**config.mk**
```make
export PLATFORM = sky130hd
export DESIGN_NAME = vpage_reloc
export DESIGN_NICKNAME = d
export VERILOG_FILES = /design/src/rtl/vpr_pkg.sv /design/src/rtl/vpr_table.sv /design/src/rtl/vpr_bound.sv /design/src/rtl/vpr_adder.sv /design/src/rtl/vpage_reloc.sv
export SDC_FILE = /design/constraint.sdc
export NUM_CORES = 2
export LEC_CHECK = 0
export ABC_AREA = 1
export BUFFER_PORTS_ARGS = -buffer_cell sky130_fd_sc_hd__buf_2
export CAP_MARGIN = 20
export CORE_UTILIZATION = 40
export CTS_CLUSTER_DIAMETER = 60
export DETAILED_ROUTE_END_ITERATION = 7
export GPL_TIMING_DRIVEN = 0
export RECOVER_POWER = 100
export SYNTH_ARGS = -nofsm -noshare
export SYNTH_HDL_FRONTEND = slang
export SYNTH_HIERARCHICAL = 1
export SYNTH_SLANG_ARGS = --single-unit
```
**constraint.sdc**
```tcl
create_clock -name clk -period 8 [get_ports clk]
set_input_delay 0 -clock clk [delete_from_list [all_inputs] [get_ports clk]]
set_output_delay 0 -clock clk [all_outputs]
set_load 0.05 [all_outputs]
```
**src/rtl/vpr_pkg.sv**
```systemverilog
package vpr_pkg;
  localparam int VA_W    = 16;
  localparam int PG_W    = 3;
  localparam int OFF_W   = VA_W - PG_W;
  localparam int PA_W    = 22;
  localparam int NARROW  = 18;
  localparam int BASE_W  = 16;
  localparam int LEN_W   = 7;
  localparam int BLK_SH  = 6;
  localparam int N_TBL   = 3;
  localparam int IDX_W   = 2 + 1 + PG_W;
  localparam int N_ENT   = N_TBL * 2 * (1 << PG_W);
  localparam logic [PA_W-1:0] IO_OR    = 22'h3C0000;
  localparam logic [PA_W-1:0] TOP_NAR  = 22'h03E000;
  localparam logic [PA_W-1:0] TOP_WIDE = 22'h3C0000;

  typedef enum logic [1:0] {
    CFG_CTL0 = 2'd0,
    CFG_CTL3 = 2'd1,
    CFG_BASE = 2'd2,
    CFG_DESC = 2'd3
  } cfg_kind_e;

  typedef struct packed {
    logic [BASE_W-1:0] base;
    logic [LEN_W-1:0]  len;
    logic              down;
  } page_desc_t;

  function automatic logic [1:0] table_of_mode(input logic [1:0] m);
    case (m)
      2'd0:    return 2'd0;
      2'd1:    return 2'd1;
      default: return 2'd2;
    endcase
  endfunction

  function automatic logic limit_breach(input logic [OFF_W-1:0] off,
                                        input logic [LEN_W-1:0] len,
                                        input logic down);
    logic [OFF_W-1:0] lim;
    lim = {len, {BLK_SH{1'b0}}};
    return down ? (off < lim) : (off >= lim);
  endfunction

  function automatic logic [PA_W-1:0] relocate(input logic [OFF_W-1:0] off,
                                               input logic [BASE_W-1:0] base,
                                               input logic wide);
    logic [PA_W-1:0] s;
    s = {{(PA_W-OFF_W){1'b0}}, off} + {base, {BLK_SH{1'b0}}};
    return wide ? s : {{(PA_W-NARROW){1'b0}}, s[NARROW-1:0]};
  endfunction

  function automatic logic [PA_W-1:0] top_page_bits(input logic wide);
    return wide ? TOP_WIDE : TOP_NAR;
  endfunction
endpackage

```
**src/rtl/vpr_table.sv**
```systemverilog
module vpr_table
  import vpr_pkg::*;
(
  input  logic             clk,
  input  logic             rst_n,
  input  logic             cfg_we,
  input  logic [1:0]       cfg_kind,
  input  logic [IDX_W-1:0] cfg_idx,
  input  logic [15:0]      cfg_data,
  input  logic [IDX_W-1:0] rd_idx,
  input  logic             upd_en,
  input  logic             upd_wr,
  output page_desc_t       rd_desc,
  output logic             rd_acc,
  output logic             rd_wr
);
  page_desc_t desc_q [N_ENT];
  logic       acc_q  [N_ENT];
  logic       wr_q   [N_ENT];

  logic base_we, desc_we;
  assign base_we = cfg_we && (cfg_kind == CFG_BASE);
  assign desc_we = cfg_we && (cfg_kind == CFG_DESC);

  for (genvar e = 0; e < N_ENT; e++) begin : g_ent
    logic sel_cfg, sel_upd;
    assign sel_cfg = (cfg_idx == IDX_W'(e));
    assign sel_upd = upd_en && (rd_idx == IDX_W'(e));

    always_ff @(posedge clk or negedge rst_n) begin
      if (!rst_n) begin
        desc_q[e] <= '0;
        acc_q[e]  <= 1'b0;
        wr_q[e]   <= 1'b0;
      end else begin
        if (base_we && sel_cfg) desc_q[e].base <= cfg_data;
        if (desc_we && sel_cfg) begin
          desc_q[e].len  <= cfg_data[14:8];
          desc_q[e].down <= cfg_data[3];
          acc_q[e]       <= 1'b0;
          wr_q[e]        <= 1'b0;
        end else if (sel_upd) begin
          acc_q[e] <= 1'b1;
          if (upd_wr) wr_q[e] <= 1'b1;
        end
      end
    end
  end

  logic unused_cfg_bits;
  assign unused_cfg_bits = ^{cfg_data[15], cfg_data[7:4], cfg_data[2:0]};

  always_comb begin
    if (rd_idx < IDX_W'(N_ENT)) begin
      rd_desc = desc_q[rd_idx];
      rd_acc  = acc_q[rd_idx];
      rd_wr   = wr_q[rd_idx];
    end else begin
      rd_desc = '0;
      rd_acc  = 1'b0;
      rd_wr   = 1'b0;
    end
  end

  // written never stands without accessed
  p_wr_needs_acc_r7: assert property (@(posedge clk) disable iff (!rst_n)
    rd_wr |-> rd_acc);
  // a permitted access marks its entry at the next edge
  p_mark_after_use_r7: assert property (@(posedge clk) disable iff (!rst_n)
    (upd_en && !cfg_we) |=> acc_q[$past(rd_idx)]);
  // descriptor rewrite clears the written flag
  p_desc_clears_r7: assert property (@(posedge clk) disable iff (!rst_n)
    (desc_we && !upd_en) |=> !wr_q[$past(cfg_idx)]);
endmodule

```
**src/rtl/vpr_bound.sv**
```systemverilog
module vpr_bound
  import vpr_pkg::*;
(
  input  logic             clk,
  input  logic             rst_n,
  input  logic [OFF_W-1:0] off,
  input  page_desc_t       desc,
  output logic             breach
);
  assign breach = limit_breach(off, desc.len, desc.down);

  // offset zero is inside any non-empty expand-up page
  p_up_floor_r5: assert property (@(posedge clk) disable iff (!rst_n)
    (!desc.down && desc.len != '0 && off == '0) |-> !breach);
  // empty expand-up page refuses everything
  p_up_empty_r5: assert property (@(posedge clk) disable iff (!rst_n)
    (!desc.down && desc.len == '0) |-> breach);
  // last offset is inside every expand-down page
  p_down_ceiling_r6: assert property (@(posedge clk) disable iff (!rst_n)
    (desc.down && off == '1) |-> !breach);
endmodule

```
**src/rtl/vpr_adder.sv**
```systemverilog
module vpr_adder
  import vpr_pkg::*;
(
  input  logic              clk,
  input  logic              rst_n,
  input  logic              mm_en,
  input  logic              wide,
  input  logic [VA_W-1:0]   va,
  input  logic [BASE_W-1:0] base,
  output logic [PA_W-1:0]   pa,
  output logic              io_hit
);
  logic [PA_W-1:0] raw, hip;

  always_comb begin
    raw    = relocate(va[OFF_W-1:0], base, wide);
    hip    = top_page_bits(wide);
    io_hit = mm_en && ((raw & hip) == hip);
    if (!mm_en) begin
      pa = (va[VA_W-1 -: PG_W] == '1) ? ({{(PA_W-VA_W){1'b0}}, va} | {6'h3F, 16'h0})
                                      : {{(PA_W-VA_W){1'b0}}, va};
    end else begin
      pa = io_hit ? (raw | IO_OR) : raw;
    end
  end

  // forced results sit in the I/O region
  p_io_top_r4: assert property (@(posedge clk) disable iff (!rst_n)
    io_hit |-> (pa[PA_W-1 -: 4] == 4'hF));
  // unrelocated results carry either no upper bits or all of them
  p_plain_upper_r1: assert property (@(posedge clk) disable iff (!rst_n)
    !mm_en |-> (pa[PA_W-1:VA_W] == '0 || pa[PA_W-1:VA_W] == '1));
  // narrow relocation outside the top page stays within 18 bits
  p_narrow_r2: assert property (@(posedge clk) disable iff (!rst_n)
    (mm_en && !wide && !io_hit) |-> (pa[PA_W-1:NARROW] == '0));
endmodule

```
**src/rtl/vpage_reloc.sv**
```systemverilog
module vpage_reloc
  import vpr_pkg::*;
#(
  parameter logic [7:0] ABORT_VEC = 8'hA8
) (
  input  logic        clk,
  input  logic        rst_n,
  input  logic        cfg_we,
  input  logic [1:0]  cfg_kind,
  input  logic [5:0]  cfg_idx,
  input  logic [15:0] cfg_data,
  input  logic        acc_valid,
  input  logic [15:0] acc_va,
  input  logic [1:0]  acc_mode,
  input  logic        acc_dspace,
  input  logic        acc_write,
  output logic [21:0] phys_addr,
  output logic        xlate_ok,
  output logic        hit_accessed,
  output logic        hit_written,
  output logic        abort_o,
  output logic [7:0]  abort_vec,
  output logic [15:0] abort_va
);
  logic       mm_en_q, wide_q;
  logic [2:0] ds_en_q;   // [0] user, [1] supervisor, [2] kernel

  always_ff @(posedge clk or negedge rst_n) begin
    if (!rst_n) begin
      mm_en_q <= 1'b0;
      wide_q  <= 1'b0;
      ds_en_q <= '0;
    end else if (cfg_we) begin
      if (cfg_kind == CFG_CTL0) mm_en_q <= cfg_data[0];
      if (cfg_kind == CFG_CTL3) begin
        ds_en_q <= cfg_data[2:0];
        wide_q  <= cfg_data[4];
      end
    end
  end

  logic [1:0]       tbl;
  logic             ds_allowed, use_d;
  logic [IDX_W-1:0] sel_idx;

  always_comb begin
    tbl = table_of_mode(acc_mode);
    case (tbl)
      2'd0:    ds_allowed = ds_en_q[2];
      2'd1:    ds_allowed = ds_en_q[1];
      default: ds_allowed = ds_en_q[0];
    endcase
    use_d   = acc_dspace && ds_allowed;
    sel_idx = {tbl, use_d, acc_va[VA_W-1 -: PG_W]};
  end

  page_desc_t ent;
  logic       breach, io_hit, refuse, upd_en;

  assign refuse = acc_valid && mm_en_q && breach;
  assign upd_en = acc_valid && mm_en_q && !breach;

  vpr_table u_table (
    .clk(clk), .rst_n(rst_n),
    .cfg_we(cfg_we), .cfg_kind(cfg_kind), .cfg_idx(cfg_idx), .cfg_data(cfg_data),
    .rd_idx(sel_idx), .upd_en(upd_en), .upd_wr(acc_write),
    .rd_desc(ent), .rd_acc(hit_accessed), .rd_wr(hit_written)
  );

  vpr_bound u_bound (
    .clk(clk), .rst_n(rst_n),
    .off(acc_va[OFF_W-1:0]), .desc(ent), .breach(breach)
  );

  vpr_adder u_adder (
    .clk(clk), .rst_n(rst_n),
    .mm_en(mm_en_q), .wide(wide_q), .va(acc_va), .base(ent.base),
    .pa(phys_addr), .io_hit(io_hit)
  );

  assign xlate_ok  = acc_valid && !refuse;
  assign abort_vec = ABORT_VEC;

  always_ff @(posedge clk or negedge rst_n) begin
    if (!rst_n) begin
      abort_o  <= 1'b0;
      abort_va <= '0;
    end else begin
      abort_o <= refuse;
      if (refuse) abort_va <= acc_va;
    end
  end

  // a refused access is followed by the abort
  p_abort_next_r8: assert property (@(posedge clk) disable iff (!rst_n)
    refuse |=> abort_o);
  // captured address belongs to the refused access
  p_abort_addr_r8: assert property (@(posedge clk) disable iff (!rst_n)
    abort_o |-> (abort_va == $past(acc_va)));
  // no abort can follow an unrelocated access
  p_quiet_off_r1: assert property (@(posedge clk) disable iff (!rst_n)
    (acc_valid && !mm_en_q) |=> !abort_o);
  // forcing only happens with relocation on
  p_io_only_on_r4: assert property (@(posedge clk) disable iff (!rst_n)
    io_hit |-> mm_en_q);
endmodule

```
# Word level (Yosys, flattened, before mapping)
# Index checks and enable logic that the tools add are counted.
[totals]
reg_bits = 1270
input_bits = 48
out_inout_bits = 50
wordCells = 871
[classes]
add_sub_neg = 1
magnitude_cmp = 4
n_eq_ne = 101
muxes = 213
bitwise_logic = 2
reduce_logical = 305
[op_table]
columns = ["cell", "n"]
rows = [
  ["1-bit two-way mux", 200],
  ["6-bit by 5-bit == test with 1-bit output, second input constant", 32],
  ["6-bit == test, second input constant", 32],
  ["2-bit nonzero test", 96],
  ["1-bit logical AND", 152],
  ["24-bit binary-select mux with 6-bit select", 1],
  ["22-bit two-way mux", 5],
  ["2-bit AND reduction", 50],
  ["6-bit by 4-bit == test with 1-bit output, second input constant", 16],
  ["24-bit two-way mux", 3],
  ["6-bit by 3-bit == test with 1-bit output, second input constant", 8],
  ["6-bit by 2-bit == test with 1-bit output, second input constant", 4],
  ["13-bit by 22-bit adder with 22-bit output", 1],
  ["22-bit AND", 1],
  ["22-bit == test", 1],
  ["13-bit >= comparator", 1],
  ["13-bit less-than comparator", 1],
  ["1-bit binary-select mux with 6-bit select", 2],
  ["6-bit by 1-bit == test with 1-bit output, second input constant", 2],
  ["6-bit logical NOT", 2],
  ["7-bit >= comparator, second input constant", 1],
  ["6-bit NOT with 7-bit output", 1],
  ["2-bit by 1-bit == test with 1-bit output, second input constant", 3],
  ["2-bit logical NOT", 3],
  ["6 further kinds", 8],
]

# Longest topological paths before layout
[logic_depth]
depth_word = 17
ltp_mapped = 32
ltp_nobuf = 29

# Cells and area by module
# Netlist, hierarchy kept.
[by_module_without_submodules]
columns = ["module", "n_inst", "cells_per_inst", "area_each_um2", "seq_area_each_um2"]
rows = [
  ["vpr_table", 1, 6872, 55285.5, 31230.0],
  ["vpr_adder", 1, 204, 991.0, 0.0],
  ["vpage_reloc", 1, 118, 985.9, 550.5],
  ["vpr_bound", 1, 48, 274.0, 0.0],
]

# Least setup slack after synthesis
# OpenSTA, ideal clock, no wires.
[synth_path]
kind = "flip-flop to output port"
from = "register ds_en_q[1]"
to = "output phys_addr[12]"
arrival_time_ns = 3.630
t_required_ns = 8.000
setup_slack_ns = 4.370
path_stages_with_launch = 21
path_buffers = 2
path_cell_list = "dfrtp_1 nand2_1 nand2_1 nor2_1 nor2_1 nand2_1 inv_1 clkbuf_1 clkbuf_1 a21oi_1 nand2_1 nand2_1 nor2_1 ha_1 fa_1 nand2_1 nand2_1 nand3_1 nand2_2 xnor2_1 o21ai_0"
[synth_rtl]
columns = ["item", "line", "text"]
rows = [
  ["from (decl)", "vpage_reloc.sv:26", "logic [2:0] ds_en_q;"],
  ["from (signal assigned)", "vpage_reloc.sv:36", "ds_en_q <= cfg_data[2:0];"],
  ["to (decl)", "vpage_reloc.sv:17", "output logic [21:0] phys_addr,"],
]

==> flow_metrics.py <==
metrics = {
    "setup_path": {
        "cp_slowest_cell": "clkbuf_1",
        "cp_common_cell": "nand2_1",
        "max_stage_delay_ps": 1020,
        "critPathLaunchType": "flop",
        "reg2reg_depth": 31,
        "rr_startpoint": "ds_en_q[2]",
        "critical_path.startpoint": "ds_en_q[2]",
        "endpoint": "u_table/wr_q[34]",
        "arrival_ps": 8910,
        "worst_r2r_endpoint": "u_table/wr_q[34]",
        "crit_type": "reg -> reg",
        "r2r_slack_ps": -200,
        "crit_fanout": 10,
        "endpoint_kind": "flop",
        "worstPathRequired_ps": 8710,
    },
    "drt": {
        "num_vias": 57800,
        "drt_iter0_markers": 8798,
        "drc": 2,
        "via_per_inst": 5.98,
        "wire_per_inst_um": 32.3,
        "dr.pass1.iters": 8,
        "antenna_left": 0,
        "wl_um": 313000,
    },
    "layout": {
        "syn_to_final_growth_pct": 16.9,
        "drive_above_1_share": 0.0629,
        "final_net_count": 7701,
        "nFillCells": 14200,
        "layout.cells.non_filler": 9665,
        "stdcell_area_sq_um": 67300,
    },
    "sta": {
        "skew_ps": 57.7,
        "fin_setup_tns_ps": -352,
        "rsz0062_at_grt": "false",
        "hold_violations": 0,
        "worst_slack_ps": -205,
        "period_share": 1.03,
        "slew_headroom": -1.49,
        "worstMarginPinSlew_ps": 3740,
        "maxSlewViolCount": 805,
        "post-route-min-period_ps": 8200,
        "setup_viol": 2,
        "fmax_ghz": 0.122,
    },
    "clocking": {
        "clk_latency_ps": 830,
        "ctsResizeCount": 0,
        "clk_pin_slew_ps": 60,
        "cts_buffers": 151,
        "clock_sinks": 1270,
        "post-cts-setup-buffer-count": 0,
        "cts_tree": "built",
        "cts_root_buffer": "clkbuf_16",
        "cts-htree-levels": 4,
        "clock_path_buffers": 3,
    },
    "floorplanning": {
        "io_pins": 98,
        "core-area_sq_um": 142000,
        "initial_core_util": 0.405,
        "num_rows": 138,
        "dieHeight_um": 381,
        "die_w_um": 381,
        "die_area_sq_um": 145000,
    },
    "yosys": {
        "netlist_area_sq_um": 57500,
        "syn_inst": 7241,
        "avgSynthCellArea_sq_um": 7.95,
        "yosysWarnings": 6,
    },
    "grt": {
        "grt_pass1_vias": 53200,
        "antenna_found_initial": 33,
        "grt_max_degree": 168,
        "grt_pass1_wl_um": 427000,
        "overflow": 0,
        "grt_usage": 0.425,
    },
    "outcome": {
        "run_status": "finished with violations",
        "violations": "design-rule violations, max-capacitance violations, max-slew violations, negative setup slack",
    },
    "place": {
        "place.gp.congestion": 1.10,
        "dp_hpwl_um": 228000,
        "placed_cells": 9289,
        "preCtsSetupSlack_ps": 477,
        "place_area_sq_um": 61600,
        "port_buffers": 88,
    },
    "hold_path": {
        "worstHoldPathType": "in -> reg",
    },
    "power_and_ir_drop": {
        "p_leak_nw": 31.8,
        "power_density_nw_per_um2": 238,
        "vdd_drop_max_uv": 202,
    },
    "flow_run": {
        "maxCapViolCount": 13,
    },
}
-- sequential cells by signal, indices dropped and copies added, names as in the netlist --
signal and cells:
u_table/desc_q 1152, mm_en_q 1, u_table/acc_q 48, ds_en_q 3, abort_o 1, abort_va 16
u_table/wr_q 48, wide_q 1
-- timing repair --
item	in CTS	in global routing
endpoints found under the hold margin	418	0
hold buffers	85	0
setup endpoints to repair	0	1
-- critical path, delay by kind of cell, from the launching register on --
| kind | cells | cell delay [ps] |
|---|---|---|
| buf+inv | 9 | 2330 |
| fa+ha+maj | 1 | 290 |
| compound gates | 2 | 740 |
| flops | 1 | 350 |
| simple gates | 19 | 4370 |
-- cells in the final DEF (no fill, tap or decap), types with 8 or more instances in the layout --
cell / instances
dfrtp_1: 1270
buf_8: 41
nor2_1: 253
a21boi_0: 35
nor2_2: 10
inv_1: 182
diode_2: 19
buf_2: 135
dlygate4sd3_1: 84
nand3_1: 161
and2_1: 19
bufinv_16: 10
nand4_1: 195
o21ai_0: 1252
buf_1: 19
clkbuf_8: 26
clkbuf_1: 485
a22oi_1: 84
ha_1: 14
nand2_1: 3107
clkbuf_16: 151
buf_4: 16
conb_1: 8
clkbuf_2: 20
buf_16: 12
clkinv_2: 16
a21oi_1: 75
-- how the worst min path moves through the flow --
| stage | from | to | slack, ps | cells past startpoint |
|---|---|---|---|---|
| 2_1_floorplan | rst_n | abort_o | -300 | 0 |
| 3_3_place_gp | acc_va[2] | abort_va[2] | 230 | 3 |
| 3_5_place_dp | rst_n | abort_va[6] | -110 | 1 |
| 4_1_cts | cfg_idx[1] | u_table/desc_q[512] | 30 | 6 |
| 5_1_grt | cfg_idx[1] | u_table/desc_q[335] | 100 | 6 |
| 6_report | cfg_idx[1] | u_table/desc_q[479] | 50 | 7 |
-- routing by layer --
| layer | wire [um] | GRT usage |
|---|---|---|
| met3 | 42300 | 0.153 |
| met1 | 117000 | 0.547 |
| met5 | 462 | 0.00761 |
| met2 | 127000 | 0.588 |
| met4 | 26200 | 0.304 |
-- where the power goes --
group	internal (mW)	switching (mW)	total, mW
registers	6.77	0.203	6.97
clock network	4.09	2.99	7.08
logic	0.440	1.54	1.98
-- through the flow --
| step | total power [mW] | hold WS [ps] | util |
|---|---|---|---|
| detailed placement | 8.91 | -105 | 0.433 |
| floorplan | 7.87 | -296 | - |
| global placement | 8.83 | 231 | 0.425 |
| CTS | 16.0 | 28.3 | 0.475 |
| global route | 16.5 | 99.7 | 0.473 |
| finish | 16.0 | 53.3 | 0.473 |
-- area by class of cell --
class | instances | area [sq um] | share of cell area
clock inverter | 56 | 812 | 0.0121
clock buffer | 215 | 4270 | 0.0635
timing repair buffer | 239 | 2270 | 0.0338
inverter | 193 | 739 | 0.0110
antenna | 19 | 47.5 | 0.000707
buffer | 541 | 2230 | 0.0332
multi-input combinational | 5242 | 22800 | 0.338
tap | 1890 | 2360 | 0.0351
sequential | 1270 | 31800 | 0.472
Power figures use the tool's default switching activity.
